**src/rtl/amx_pkg.sv**
```systemverilog
package amx_pkg;

  // Bit index of the leading one; -1 for zero.
  function automatic int lead_one(input logic [63:0] v);
    int pos;
    pos = -1;
    for (int i = 0; i < 64; i++) begin
      if (v[i]) pos = i;
    end
    return pos;
  endfunction

  function automatic int clamp_signed(input int v, input int width);
    int hi;
    int lo;
    hi = (1 << (width - 1)) - 1;
    lo = -(1 << (width - 1));
    if (v > hi) return hi;
    if (v < lo) return lo;
    return v;
  endfunction

endpackage

```
**src/rtl/amx_lane_max.sv**
```systemverilog
module amx_lane_max #(
  parameter int DATA_W = 16,
  parameter int LANES  = 2
) (
  input  logic [LANES*DATA_W-1:0] data_i,
  output logic [DATA_W-1:0]       max_o
);

  logic [DATA_W-1:0] mag [LANES];

  for (genvar g = 0; g < LANES; g++) begin : g_lane
    logic [DATA_W-1:0] s;
    assign s = data_i[g*DATA_W +: DATA_W];
    // most negative code wraps to 2^(DATA_W-1), read unsigned
    assign mag[g] = s[DATA_W-1] ? (~s + 1'b1) : s;
  end

  always_comb begin
    max_o = '0;
    for (int i = 0; i < LANES; i++) begin
      if (mag[i] > max_o) max_o = mag[i];
    end
  end

endmodule

```
**src/rtl/amx_step_acc.sv**
```systemverilog
module amx_step_acc #(
  parameter int MAG_W = 16
) (
  input  logic             clk_i,
  input  logic             rst_ni,
  input  logic             valid_i,
  input  logic [MAG_W-1:0] cyc_max_i,
  input  logic             done_i,
  output logic [MAG_W-1:0] step_max_o
);

  logic [MAG_W-1:0] run_q;

  always_comb begin
    step_max_o = run_q;
    if (valid_i && (cyc_max_i > run_q)) step_max_o = cyc_max_i;
  end

  always_ff @(posedge clk_i or negedge rst_ni) begin
    if (!rst_ni)      run_q <= '0;
    else if (done_i)  run_q <= '0;
    else if (valid_i) run_q <= step_max_o;
  end

endmodule

```
**src/rtl/amx_hist_ring.sv**
```systemverilog
module amx_hist_ring #(
  parameter int MAG_W = 16,
  parameter int DEPTH = 8,
  localparam int PTR_W = $clog2(DEPTH),
  localparam int CNT_W = $clog2(DEPTH + 1),
  localparam int SUM_W = MAG_W + PTR_W
) (
  input  logic             clk_i,
  input  logic             rst_ni,
  input  logic             push_i,
  input  logic [MAG_W-1:0] value_i,
  output logic [SUM_W-1:0] sum_o,
  output logic [CNT_W-1:0] count_o
);

  logic [MAG_W-1:0] mem_q [DEPTH];
  logic [PTR_W-1:0] wr_ptr_q;
  logic [SUM_W-1:0] sum_q;
  logic [CNT_W-1:0] cnt_q;
  logic             full;
  logic [MAG_W-1:0] evict;

  assign full  = (cnt_q == CNT_W'(DEPTH));
  assign evict = full ? mem_q[wr_ptr_q] : '0;

  always_ff @(posedge clk_i or negedge rst_ni) begin
    if (!rst_ni) begin
      for (int i = 0; i < DEPTH; i++) mem_q[i] <= '0;
      wr_ptr_q <= '0;
      sum_q    <= '0;
      cnt_q    <= '0;
    end else if (push_i) begin
      mem_q[wr_ptr_q] <= value_i;
      wr_ptr_q        <= wr_ptr_q + 1'b1;  // DEPTH is a power of two
      sum_q           <= sum_q + SUM_W'(value_i) - SUM_W'(evict);
      if (!full) cnt_q <= cnt_q + 1'b1;
    end
  end

  assign sum_o   = sum_q;
  assign count_o = cnt_q;

endmodule

```
**src/rtl/amx_scale_calc.sv**
```systemverilog
module amx_scale_calc
  import amx_pkg::*;
#(
  parameter int MAG_W   = 16,
  parameter int DEPTH   = 8,
  parameter int TGT_MSB = 8,
  parameter int EXP_W   = 6,
  localparam int PTR_W  = $clog2(DEPTH),
  localparam int CNT_W  = $clog2(DEPTH + 1),
  localparam int SUM_W  = MAG_W + PTR_W
) (
  input  logic                    clk_i,
  input  logic                    rst_ni,
  input  logic                    update_i,
  input  logic [SUM_W-1:0]        sum_i,
  input  logic [CNT_W-1:0]        count_i,
  output logic [MAG_W-1:0]        avg_o,
  output logic signed [EXP_W-1:0] exp_o,
  output logic                    valid_o
);

  logic [MAG_W-1:0]        div_q;
  logic [MAG_W-1:0]        avg_c;
  logic signed [EXP_W-1:0] exp_c;

  // Partial fill: restoring division by a small count.
  // sum < count * 2^MAG_W, so the top PTR_W bits never yield a quotient bit.
  always_comb begin
    logic [CNT_W:0] rem;
    rem   = (CNT_W + 1)'(sum_i[SUM_W-1:MAG_W]);
    div_q = '0;
    for (int i = MAG_W - 1; i >= 0; i--) begin
      rem = {rem[CNT_W-1:0], sum_i[i]};
      if (rem >= {1'b0, count_i}) begin
        rem      = rem - {1'b0, count_i};
        div_q[i] = 1'b1;
      end
    end
  end

  always_comb begin
    if (count_i == CNT_W'(DEPTH)) avg_c = sum_i[SUM_W-1:PTR_W];  // full: shift
    else if (count_i == '0)       avg_c = '0;
    else                          avg_c = div_q;
  end

  always_comb begin
    int e;
    e = 0;
    if (avg_c != '0) e = lead_one(64'(avg_c)) - TGT_MSB;
    exp_c = EXP_W'(clamp_signed(e, EXP_W));
  end

  always_ff @(posedge clk_i or negedge rst_ni) begin
    if (!rst_ni) begin
      avg_o   <= '0;
      exp_o   <= '0;
      valid_o <= 1'b0;
    end else if (update_i) begin
      avg_o   <= avg_c;
      exp_o   <= exp_c;
      valid_o <= 1'b1;
    end
  end

endmodule

```
**src/rtl/amax_scale_tracker.sv**
```systemverilog
module amax_scale_tracker #(
  parameter int DATA_W  = 16,
  parameter int LANES   = 2,
  parameter int DEPTH   = 8,
  parameter int TGT_MSB = 8,
  parameter int EXP_W   = 6,
  localparam int PTR_W  = $clog2(DEPTH),
  localparam int CNT_W  = $clog2(DEPTH + 1),
  localparam int SUM_W  = DATA_W + PTR_W
) (
  input  logic                    clk_i,
  input  logic                    rst_ni,
  input  logic                    snoop_valid_i,
  input  logic [LANES*DATA_W-1:0] snoop_data_i,
  input  logic                    step_done_i,
  output logic signed [EXP_W-1:0] scale_exp_o,
  output logic                    scale_valid_o,
  output logic [DATA_W-1:0]       amax_avg_o
);

  logic [DATA_W-1:0] cyc_max;
  logic [DATA_W-1:0] step_max;
  logic [SUM_W-1:0]  hist_sum;
  logic [CNT_W-1:0]  hist_cnt;
  logic              upd_q;

  amx_lane_max #(.DATA_W(DATA_W), .LANES(LANES)) i_lane_max (
    .data_i (snoop_data_i),
    .max_o  (cyc_max)
  );

  amx_step_acc #(.MAG_W(DATA_W)) i_step_acc (
    .clk_i      (clk_i),
    .rst_ni     (rst_ni),
    .valid_i    (snoop_valid_i),
    .cyc_max_i  (cyc_max),
    .done_i     (step_done_i),
    .step_max_o (step_max)
  );

  amx_hist_ring #(.MAG_W(DATA_W), .DEPTH(DEPTH)) i_hist (
    .clk_i   (clk_i),
    .rst_ni  (rst_ni),
    .push_i  (step_done_i),
    .value_i (step_max),
    .sum_o   (hist_sum),
    .count_o (hist_cnt)
  );

  // scale is derived from the updated history one edge later
  always_ff @(posedge clk_i or negedge rst_ni) begin
    if (!rst_ni) upd_q <= 1'b0;
    else         upd_q <= step_done_i;
  end

  amx_scale_calc #(
    .MAG_W(DATA_W), .DEPTH(DEPTH), .TGT_MSB(TGT_MSB), .EXP_W(EXP_W)
  ) i_scale (
    .clk_i    (clk_i),
    .rst_ni   (rst_ni),
    .update_i (upd_q),
    .sum_i    (hist_sum),
    .count_i  (hist_cnt),
    .avg_o    (amax_avg_o),
    .exp_o    (scale_exp_o),
    .valid_o  (scale_valid_o)
  );

endmodule

```
**config.mk**
```make
export PLATFORM = sky130hd
export DESIGN_NAME = amax_scale_tracker
export DESIGN_NICKNAME = d
export VERILOG_FILES = /design/src/rtl/amx_pkg.sv /design/src/rtl/amx_lane_max.sv /design/src/rtl/amx_step_acc.sv /design/src/rtl/amx_hist_ring.sv /design/src/rtl/amx_scale_calc.sv /design/src/rtl/amax_scale_tracker.sv
export SDC_FILE = /design/constraint.sdc
export NUM_CORES = 1
export LEC_CHECK = 0
export BUFFER_PORTS_ARGS = -buffer_cell sky130_fd_sc_hd__buf_2
export CAP_MARGIN = 20
export CORE_MARGIN = 2
export CORE_UTILIZATION = 30
export DETAILED_ROUTE_END_ITERATION = 10
export PLACE_DENSITY_LB_ADDON = 0.25
export SLEW_MARGIN = 30
export SYNTH_ARGS = -nofsm -noshare
export SYNTH_HDL_FRONTEND = slang
export SYNTH_SLANG_ARGS = --single-unit
```
**constraint.sdc**
```tcl
create_clock -name clk_i -period 26.9 [get_ports clk_i]
set_input_delay 5.38 -clock clk_i [delete_from_list [all_inputs] [get_ports clk_i]]
set_output_delay 5.38 -clock clk_i [all_outputs]
set_load 0.02 [all_outputs]
```
==> results of run 1 <==
final timing paths:
kind / end / cells after the start / start
max in group asynchronous: i_hist.count_o[1] / 2 / rst_ni
hold / removal: i_scale.valid_o / 1 / i_scale.valid_o
hold reg to reg: i_scale.valid_o / 1 / i_scale.valid_o
setup reg to reg: i_scale.exp_o[0] / 140 / i_hist.sum_o[15]
setup / recovery: i_scale.exp_o[0] / 140 / i_hist.sum_o[15]
min in group asynchronous: i_step_acc.run_q[14] / 1 / rst_ni
flip-flops by register name, summed over array words and instances, names as in the netlist:
register and flops:
i_step_acc.run_q 16, i_hist.wr_ptr_q 3, upd_q 1, i_scale.exp_o 6
i_scale.valid_o 1, i_scale.avg_o 16, i_hist.count_o 4, i_hist.mem_q 128
i_hist.sum_o 19
cell type report:
cell class | instances | area [um2] | share of cell area, %
Clock inverter | 14 | 179 | 1.04
Sequential cell | 194 | 4860 | 28.2
Inverter | 137 | 514 | 2.98
Timing Repair Buffer | 139 | 926 | 5.37
Multi-Input combinational cell | 1224 | 9500 | 55.1
Clock buffer | 18 | 439 | 2.55
Tap cell | 664 | 831 | 4.82
metrics by stage:
step | setup slack [ns] | std cells | util (%) | TNS (ns) | cell area [um2]
2_1_floorplan | 0.00524 | 1615 | - | 0 | 14800
3_3_place_gp | -0.238 | 2338 | 33.1 | -0.462 | 16200
3_5_place_dp | -1.19 | 2338 | 33.1 | -5.81 | 16200
4_1_cts | 0.0289 | 2373 | 34.5 | 0 | 16900
5_1_grt | -0.386 | 2390 | 35.3 | -0.880 | 17200
6_report | 1.51 | 2390 | 35.3 | 0 | 17200
per-layer routing:
metal  vias to the layer above  global-route usage (%)  routed length [um]
met2                       178                    27.2               19300
li1                       5924                       -                   -
met5                         -                       0                   0
met4                         0                    3.57                 504
met3                        42                    2.33                1160
met1                      5790                    22.1               19100
kinds of logic after synthesis:
logic type,Yosys count,share of synthesized area (%)
AO/OA/AOI/OAI,448,18.9
flip-flops,194,32.8
XOR/XNOR,70,4.14
AND/OR/NAND/NOR,434,13.5
adder cells (fa/ha/maj),159,15.0
multiplexers,113,10.6
buffers and inverters,197,5.11
synth_stat cells, types with 15 or more instances:
master and number:
nand4_1 16, clkbuf_1 49, dfrtp_1 194, mux4_2 32, fa_1 31, nor2b_1 15, xor2_1 43, nand2_1 213
xnor2_1 27, inv_1 136, nor3_1 21, a21o_1 27, ha_1 128, a21oi_1 86, mux2_2 19, o21ai_0 209
mux2i_1 59, nor2_1 75, nand3_1 17, nand2b_1 22
repair_timing:
item,CTS,global route
resized for setup,15,64
setup endpoints to repair,6,7
endpoints found under the hold margin,0,0
pin swaps,2,15
setup buffers,3,17
==> flow_metrics.py, run 1 <==
metrics = {
    "sta": {
        "hold_viol": 0,
        "relSlewSlack_pct": 33.3,
        "finClkSkew_ns": 0.0233,
        "drv_slew": 0,
        "finalSetupViolations": 0,
        "worstMarginPinSlew_ns": 0.972,
        "period_minus_slack_ns": 25.39,
        "period_share_pct": 94.4,
        "fmax_mhz": 39.4,
        "hold_slack_ns": 0.477,
    },
    "worst_setup_path": {
        "critPathBufInv": 13,
        "critical-path-top-delay-family": "compound AO/OA/AOI/OAI gates",
        "setup.worst_path.class": "register to register",
        "cp_slowest_stage_delay_ns": 0.39,
        "r2r_slack_ns": 1.51,
        "startpoint_type": "register",
        "crit_arrival_ns": 25.76,
        "cp.required_ns": 27.27,
        "cp_common_cell": "ha_1",
        "path_max_fanout": 9,
        "cp_slowest_cell": "dfrtp_1",
        "cp-end-kind": "register",
    },
    "finish": {
        "n_fill_cell": 5023,
        "nets": 1908,
        "num_antenna_cells": 0,
        "final_common_cell": "nand2_1",
        "layout_common_cells": "nand2_1 (209), o21ai_0 (199), dfrtp_1 (192)",
        "drive_gt1_share_pct": 18.4,
        "area_growth_pct": 16.5,
    },
    "outcome": {
        "status": "finished, final reports clean",
    },
    "synth": {
        "synth.distinct_cells": 91,
        "yosys.area.top_type_share_pct": 32.8,
        "async_flop_share_pct": 100,
        "synth_edf_count": 0,
        "synthesis.instances": 1615,
        "synth_top_cell_by_area": "dfrtp_1",
        "synthFlopType": "dfrtp_1",
        "netlist_area_um2": 14800,
        "avgSynthCellArea_um2": 9.16,
        "synth_seq_cells": 194,
        "ys_warn_count": 0,
        "syn-num-nets": 1810,
        "seq_area_frac_synth_pct": 32.8,
        "yosys-top-cells-area": "dfrtp_1 (33%), ha_1 (11%), o21ai_0 (7.1%), nand2_1 (5.4%), mux4_2 (4.9%)",
    },
    "placement": {
        "dp_hpwl_mm": 29.5,
        "gp_congestion": 0.918,
        "portBuffers": 58,
    },
    "global_route": {
        "grt_pass1_vias": 12200,
        "grt_pass1_wl_mm": 65.9,
        "grt_antenna_before_repair": 0,
        "globalRouteOverflowTotal": 0,
        "grt_max_degree": 124,
        "grt.total_usage_pct": 16.2,
    },
    "clock_network": {
        "postCtsHoldBufs": 0,
        "clock-sinks": 194,
        "cts-htree-levels": 4,
        "clkSlewWorstSetupHoldPaths_ns": 0.08,
        "tritoncts": "built",
        "cts_buffer_depth": 2,
        "cts-root-buf": "clkbuf_16",
        "cts_buffers": 17,
        "insertion_delay_ns": 0.46,
    },
    "die": {
        "num_rows": 81,
        "io_pins": 59,
        "die_width_um": 226,
        "start_util_pct": 30.3,
        "die_area_um2": 51100,
        "die_y_um": 226,
        "core_area_um2": 48800,
    },
    "detailed_routing": {
        "drt_iter0_drc": 576,
        "routed_wirelength_mm": 40.1,
        "drcViolationCount": 0,
        "post_drt_wl_per_cell_um": 16.8,
        "ant_nets": 0,
        "vias": 11900,
        "dr.pass1.iters": 5,
        "vias_per_cell": 4.99,
    },
    "run": {
        "max_cap_violations": 0,
    },
    "min_path": {
        "hold_class": "register to register",
    },
}
Power of run 1 is not shown: default switching activity piles up to over one toggle a cycle in this logic, so the estimate is an artifact.
==> run 2: changes to the inputs <==
Settings changed: ABC_AREA set to 1.
==> run 2 against run 1 <==
Against the previous run:
- area after synthesis decreased by 1.6%
- fmax up 5.5%
- critical endpoint is now i_scale.exp_o[2]
- die area down 1.6%
- via count grew 5.8%
- highest routed layer unchanged
- worst setup slack better by 1.3 ns
- non-clock buffer count decreased by 52
- critical path depth increased by 15
- sequential share of layout area up 1.8 points
- largest cell class unchanged
- flip-flop and latch count unchanged
==> flow_metrics.py, run 2 <==
metrics = {
    "outcome": {
        "status": "finished, final reports clean",
    },
    "global_route": {
        "grt.total_usage_pct": 16.4,
        "grt_max_degree": 124,
        "grt_pass1_wl_mm": 65.9,
        "grt_antenna_before_repair": 0,
        "globalRouteOverflowTotal": 0,
        "grt_pass1_vias": 12400,
    },
    "synth": {
        "async_flop_share_pct": 100,
        "synthesis.instances": 1909,
        "synth_common_cells": "nand2_1 (412), o21ai_0 (287), inv_1 (243), dfrtp_1 (194), nor2_1 (161)",
        "synthFlopType": "dfrtp_1",
        "yosys-top-cells-area": "dfrtp_1 (33%), ha_1 (11%), nand2_1 (11%), o21ai_0 (9.9%), inv_1 (6.3%)",
        "syn-num-nets": 2104,
        "synth.distinct_cells": 46,
        "synth_top_cell_by_area": "dfrtp_1",
        "yosys.area.top_type_share_pct": 33.4,
        "seq_area_frac_synth_pct": 33.4,
        "ys_warn_count": 0,
        "synthMostInstantiatedCell": "nand2_1",
        "avgSynthCellArea_um2": 7.62,
        "netlist_area_um2": 14600,
        "synth_edf_count": 0,
        "synth_seq_cells": 194,
    },
    "detailed_routing": {
        "ant_nets": 0,
        "dr.pass1.iters": 5,
        "vias": 12600,
        "wl_met1_mm": 20.1,
        "drt_iter0_drc": 846,
        "wl_met2_mm": 18.8,
        "vias_per_cell": 4.89,
        "drcViolationCount": 0,
        "routed_wirelength_mm": 40.5,
        "wl_met3_mm": 1.27,
        "post_drt_wl_per_cell_um": 15.7,
        "maxUsedRoutingLayer": "met4",
    },
    "finish": {
        "largest_register_ffs": 128,
        "drive_gt1_share_pct": 9.10,
        "area_growth_pct": 11.5,
        "nets": 2149,
        "final_common_cell": "nand2_1",
        "num_antenna_cells": 0,
        "largest-register": "i_hist.mem_q",
        "layout.cells.non_filler": 2582,
        "layout_common_cells": "nand2_1 (407), o21ai_0 (287), inv_1 (243)",
    },
    "sta": {
        "worstMarginPinSlew_ns": 0.738,
        "final.setup.worst_slack_ns": 2.82,
        "hold_viol": 0,
        "drv_slew": 0,
        "rsz0062_at_grt": "no",
        "finClkSkew_ns": 0.0173,
        "relSlewSlack_pct": 50.8,
        "period_minus_slack_ns": 24.08,
        "fmax_mhz": 41.5,
        "finalSetupViolations": 0,
        "period_share_pct": 89.5,
        "tns_ns": 0,
    },
    "clock_network": {
        "post_cts_buffers": 0,
        "cts_buffer_depth": 2,
        "clkSlewWorstSetupHoldPaths_ns": 0.08,
        "clock-sinks": 194,
        "cts-root-buf": "clkbuf_16",
        "cts-htree-levels": 4,
        "insertion_delay_ns": 0.45,
        "tritoncts": "built",
        "cts_buffers": 17,
    },
    "die": {
        "die_width_um": 224,
        "start_util_pct": 30.4,
        "io_pins": 59,
        "num_rows": 80,
        "core_area_um2": 47800,
        "die_area_um2": 50300,
        "die_y_um": 224,
    },
    "worst_setup_path": {
        "cp_slowest_cell": "dfrtp_2",
        "path_max_fanout": 20,
        "reg2regPathDepth": 155,
        "startpoint_type": "register",
        "cp.required_ns": 27.28,
        "cp_common_cell": "nand2_1",
        "cp-end-kind": "register",
        "setup.worst_path.class": "register to register",
        "crit_arrival_ns": 24.46,
        "cp_slowest_stage_delay_ns": 0.71,
    },
    "placement": {
        "dp_hpwl_mm": 29.7,
        "portBuffers": 58,
        "post-place-ws_ns": 2.74,
        "dpl.cell_count": 2550,
        "gp_congestion": 0.861,
    },
    "min_path": {
        "hold_class": "register to register",
        "hold_path_depth": 1,
    },
    "run": {
        "max_cap_violations": 0,
    },
}
run 2: worst paths after layout:
check	startpoint	endpoint	slack [ns]
setup / recovery	i_hist.count_o[0]	i_scale.exp_o[2]	2.82
hold / removal	i_scale.valid_o	i_scale.valid_o	0.47
setup reg to reg	i_hist.count_o[0]	i_scale.exp_o[2]	2.82
hold reg to reg	i_scale.valid_o	i_scale.valid_o	0.47
max in group asynchronous	rst_ni	i_scale.exp_o[2]	20.80
min in group asynchronous	rst_ni	i_step_acc.run_q[15]	4.92
run 2: critical path: cells and delay by family (launching register included):
kind | cells | cell delay, ns
adder cells (fa/ha/maj) | 19 | 5.65
buffers and inverters | 21 | 1.85
AO/OA/AOI/OAI | 30 | 5.19
AND/OR/NAND/NOR | 85 | 10.58
flip-flops | 1 | 0.71
run 2: layout make-up:
type	count	area, um2
fillers	5059	31600
well taps	615	769
repair buffers	87	532
multi-input cells	1406	8550
clock inverters	14	164
flip-flops and latches	194	4860
clock buffers	18	429
inverters	248	931
run 2: cells by family after synthesis:
group	synth area share [%]
fa+ha+maj	15.3
compound gates	17.1
flops	33.4
buf+inv	7.98
xor+xnor	4.03
simple gates	22.3
run 2: what timing repair did:
| item | in CTS | in global routing |
|---|---|---|
| hold buffers | 0 | 0 |
| resized for setup | 0 | 1 |
| endpoints found under the setup margin | 0 | 5 |
| endpoints found under the hold margin | 0 | 0 |
run 2: metal layers:
metal | track usage, % | up-vias
met5 | 0 | -
met4 | 2.88 | 0
met3 | 2.16 | 19
met2 | 27.2 | 191
met1 | 23.2 | 6063
li1 | - | 6359
run 2: stage by stage:
stage / hold WS [ns] / utilization [%] / cell area [um2]
after CTS: 0.470 / 33.9 / 16200
final: 0.466 / 33.9 / 16200
after global placement: 0.451 / 32.6 / 15600
after global routing: 0.497 / 33.9 / 16200
after floorplan: 0.448 / - / 14600
after detailed placement: 0.454 / 32.7 / 15600
Power of run 2 is left out for the same reason.
==> run 3: changes to the inputs <==
--- a/config.mk
+++ b/config.mk
@@ -10,5 +10,5 @@
 export CAP_MARGIN = 20
 export CORE_MARGIN = 2
-export CORE_UTILIZATION = 30
+export CORE_UTILIZATION = 57
 export DETAILED_ROUTE_END_ITERATION = 10
 export PLACE_DENSITY_LB_ADDON = 0.25
==> constraint.sdc (replaced) <==
create_clock -name clk_i -period 26.9 [get_ports clk_i]
set_input_delay 5.38 -clock clk_i [delete_from_list [all_inputs] [get_ports clk_i]]
set_output_delay 5.38 -clock clk_i [all_outputs]
set_load 0.005 [all_outputs]
==> run 3 against run 2 <==
Against the previous run:
- die area is 47% lower
- utilization is 29 points higher
- critical path depth is 1 lower
- hold slack hardly changed
- worst setup slack worse by 0.23 ns
- final cell count is 11% lower
- first-iteration DRC count is 12% higher
- flip-flop and latch count stayed put
- sequential share of layout area is 0.64 points higher
- final area is 2.1% lower
- highest routed layer unchanged
==> flow_metrics.py, run 3 (synthesis gave the netlist of run 2 again) <==
metrics = {
    "clock_network": {
        "clkSlewWorstSetupHoldPaths_ns": 0.08,
        "cts_buffers": 17,
        "cts-root-buf": "clkbuf_16",
        "cts_buffer_depth": 2,
        "insertion_delay_ns": 0.44,
        "tritoncts": "built",
        "cts-htree-levels": 4,
        "clock-sinks": 194,
    },
    "sta": {
        "rsz0062_at_grt": "no",
        "period_share_pct": 90.4,
        "final.setup.worst_slack_ns": 2.59,
        "finalSetupViolations": 0,
        "fmax_mhz": 41.1,
        "worstMarginPinSlew_ns": 0.940,
        "period_minus_slack_ns": 24.31,
        "drv_slew": 0,
        "relSlewSlack_pct": 37.2,
        "finClkSkew_ns": 0.0168,
        "tns_ns": 0,
        "hold_viol": 0,
    },
    "worst_setup_path": {
        "cp-end-kind": "register",
        "cp.required_ns": 27.28,
        "cp_slowest_cell": "ha_1",
        "crit_arrival_ns": 24.69,
        "startpoint_type": "register",
        "reg2regPathDepth": 154,
        "cp_common_cell": "nand2_1",
        "cp_slowest_stage_delay_ns": 0.54,
        "path_max_fanout": 23,
        "setup.worst_path.class": "register to register",
    },
    "detailed_routing": {
        "drcViolationCount": 0,
        "drt_iter0_drc": 946,
        "vias": 12800,
        "vias_per_cell": 5.60,
        "dr.pass1.iters": 6,
        "routed_wirelength_mm": 35.9,
        "ant_nets": 0,
        "post_drt_wl_per_cell_um": 15.6,
    },
    "die": {
        "die_width_um": 164,
        "die_y_um": 164,
        "num_rows": 58,
        "start_util_pct": 58.0,
        "io_pins": 59,
        "die_area_um2": 26800,
        "core_area_um2": 25100,
    },
    "finish": {
        "nets": 2145,
        "largest_register_ffs": 128,
        "layout_common_cells": "nand2_1 (404), o21ai_0 (287), inv_1 (240)",
        "num_antenna_cells": 0,
        "design_area_um2": 15900,
        "area_growth_pct": 9.20,
        "final_common_cell": "nand2_1",
        "largest-register": "i_hist.mem_q",
        "drive_gt1_share_pct": 9.27,
        "n_fill_cell": 2203,
    },
    "placement": {
        "place_area_um2": 15200,
        "portBuffers": 58,
        "dp_hpwl_mm": 25.9,
        "gp_congestion": 0.923,
        "post-place-ws_ns": 2.70,
    },
    "global_route": {
        "use_met2_pct": 47.7,
        "grt.busiest_layer": "met2",
        "grt_max_degree": 109,
        "grt.total_usage_pct": 28.1,
        "grt_antenna_before_repair": 0,
        "grt_pass1_wl_mm": 60.7,
        "use_met1_pct": 36.8,
        "grt_pass1_vias": 12500,
        "globalRouteOverflowTotal": 0,
        "use_met3_pct": 4.44,
    },
    "run": {
        "max_cap_violations": 0,
    },
    "min_path": {
        "hold_path_depth": 1,
        "hold_class": "register to register",
    },
    "outcome": {
        "status": "finished, final reports clean",
    },
}
[run 3: worst paths after layout]
path	from	end	slack, ns
max in group asynchronous	rst_ni	i_hist.mem_q[55]	20.87
worst max register to register	i_hist.count_o[2]	i_scale.exp_o[2]	2.59
min in group asynchronous	rst_ni	i_step_acc.run_q[11]	4.89
worst max-delay path	i_hist.count_o[2]	i_scale.exp_o[2]	2.59
worst min-delay path	i_scale.valid_o	i_scale.valid_o	0.47
worst min register to register	i_scale.valid_o	i_scale.valid_o	0.47
[run 3: final cells by class]
| cell class | count | area (um2) | area share, % |
|---|---|---|---|
| Inverter | 248 | 938 | 5.90 |
| Tap cell | 330 | 413 | 2.60 |
| Clock inverter | 14 | 176 | 1.11 |
| Sequential cell | 194 | 4860 | 30.6 |
| Timing Repair Buffer | 83 | 510 | 3.21 |
| Multi-Input combinational cell | 1406 | 8560 | 53.8 |
| Clock buffer | 18 | 439 | 2.76 |
[run 3: worst max-delay path: cells and delay by family (launching register included)]
family	cells	cell delay, ns
buffers and inverters	21	2.32
and+or+nand+nor	85	10.63
DFF	1	0.43
adders and majority gates	18	5.54
AOI/OAI and AO/OA	30	5.30
[run 3: routing by layer]
| layer | vias up | part of all wire (%) |
|---|---|---|
| met5 | - | 0 |
| met4 | 0 | 2.6 |
| met3 | 78 | 5.6 |
| met2 | 393 | 48 |
| met1 | 5996 | 44 |
| li1 | 6365 | - |
[run 3: timing repair]
| action | CTS | global route |
|---|---|---|
| gates resized for setup | 0 | 3 |
| setup buffers | 0 | 1 |
| endpoints found under the hold margin | 0 | 0 |
| endpoints found under the setup margin | 0 | 5 |
| hold buffers | 0 | 0 |
[run 3: stage by stage]
| stage | utilization, % | instances | hold WS, ns |
|---|---|---|---|
| after global placement | 60.6 | 2259 | 0.449 |
| final | 63.3 | 2293 | 0.466 |
| after floorplan | - | 1909 | 0.448 |
| after global routing | 63.3 | 2293 | 0.495 |
| after CTS | 63.1 | 2291 | 0.467 |
| after detailed placement | 60.7 | 2259 | 0.450 |
Power of run 3 is left out for the same reason.
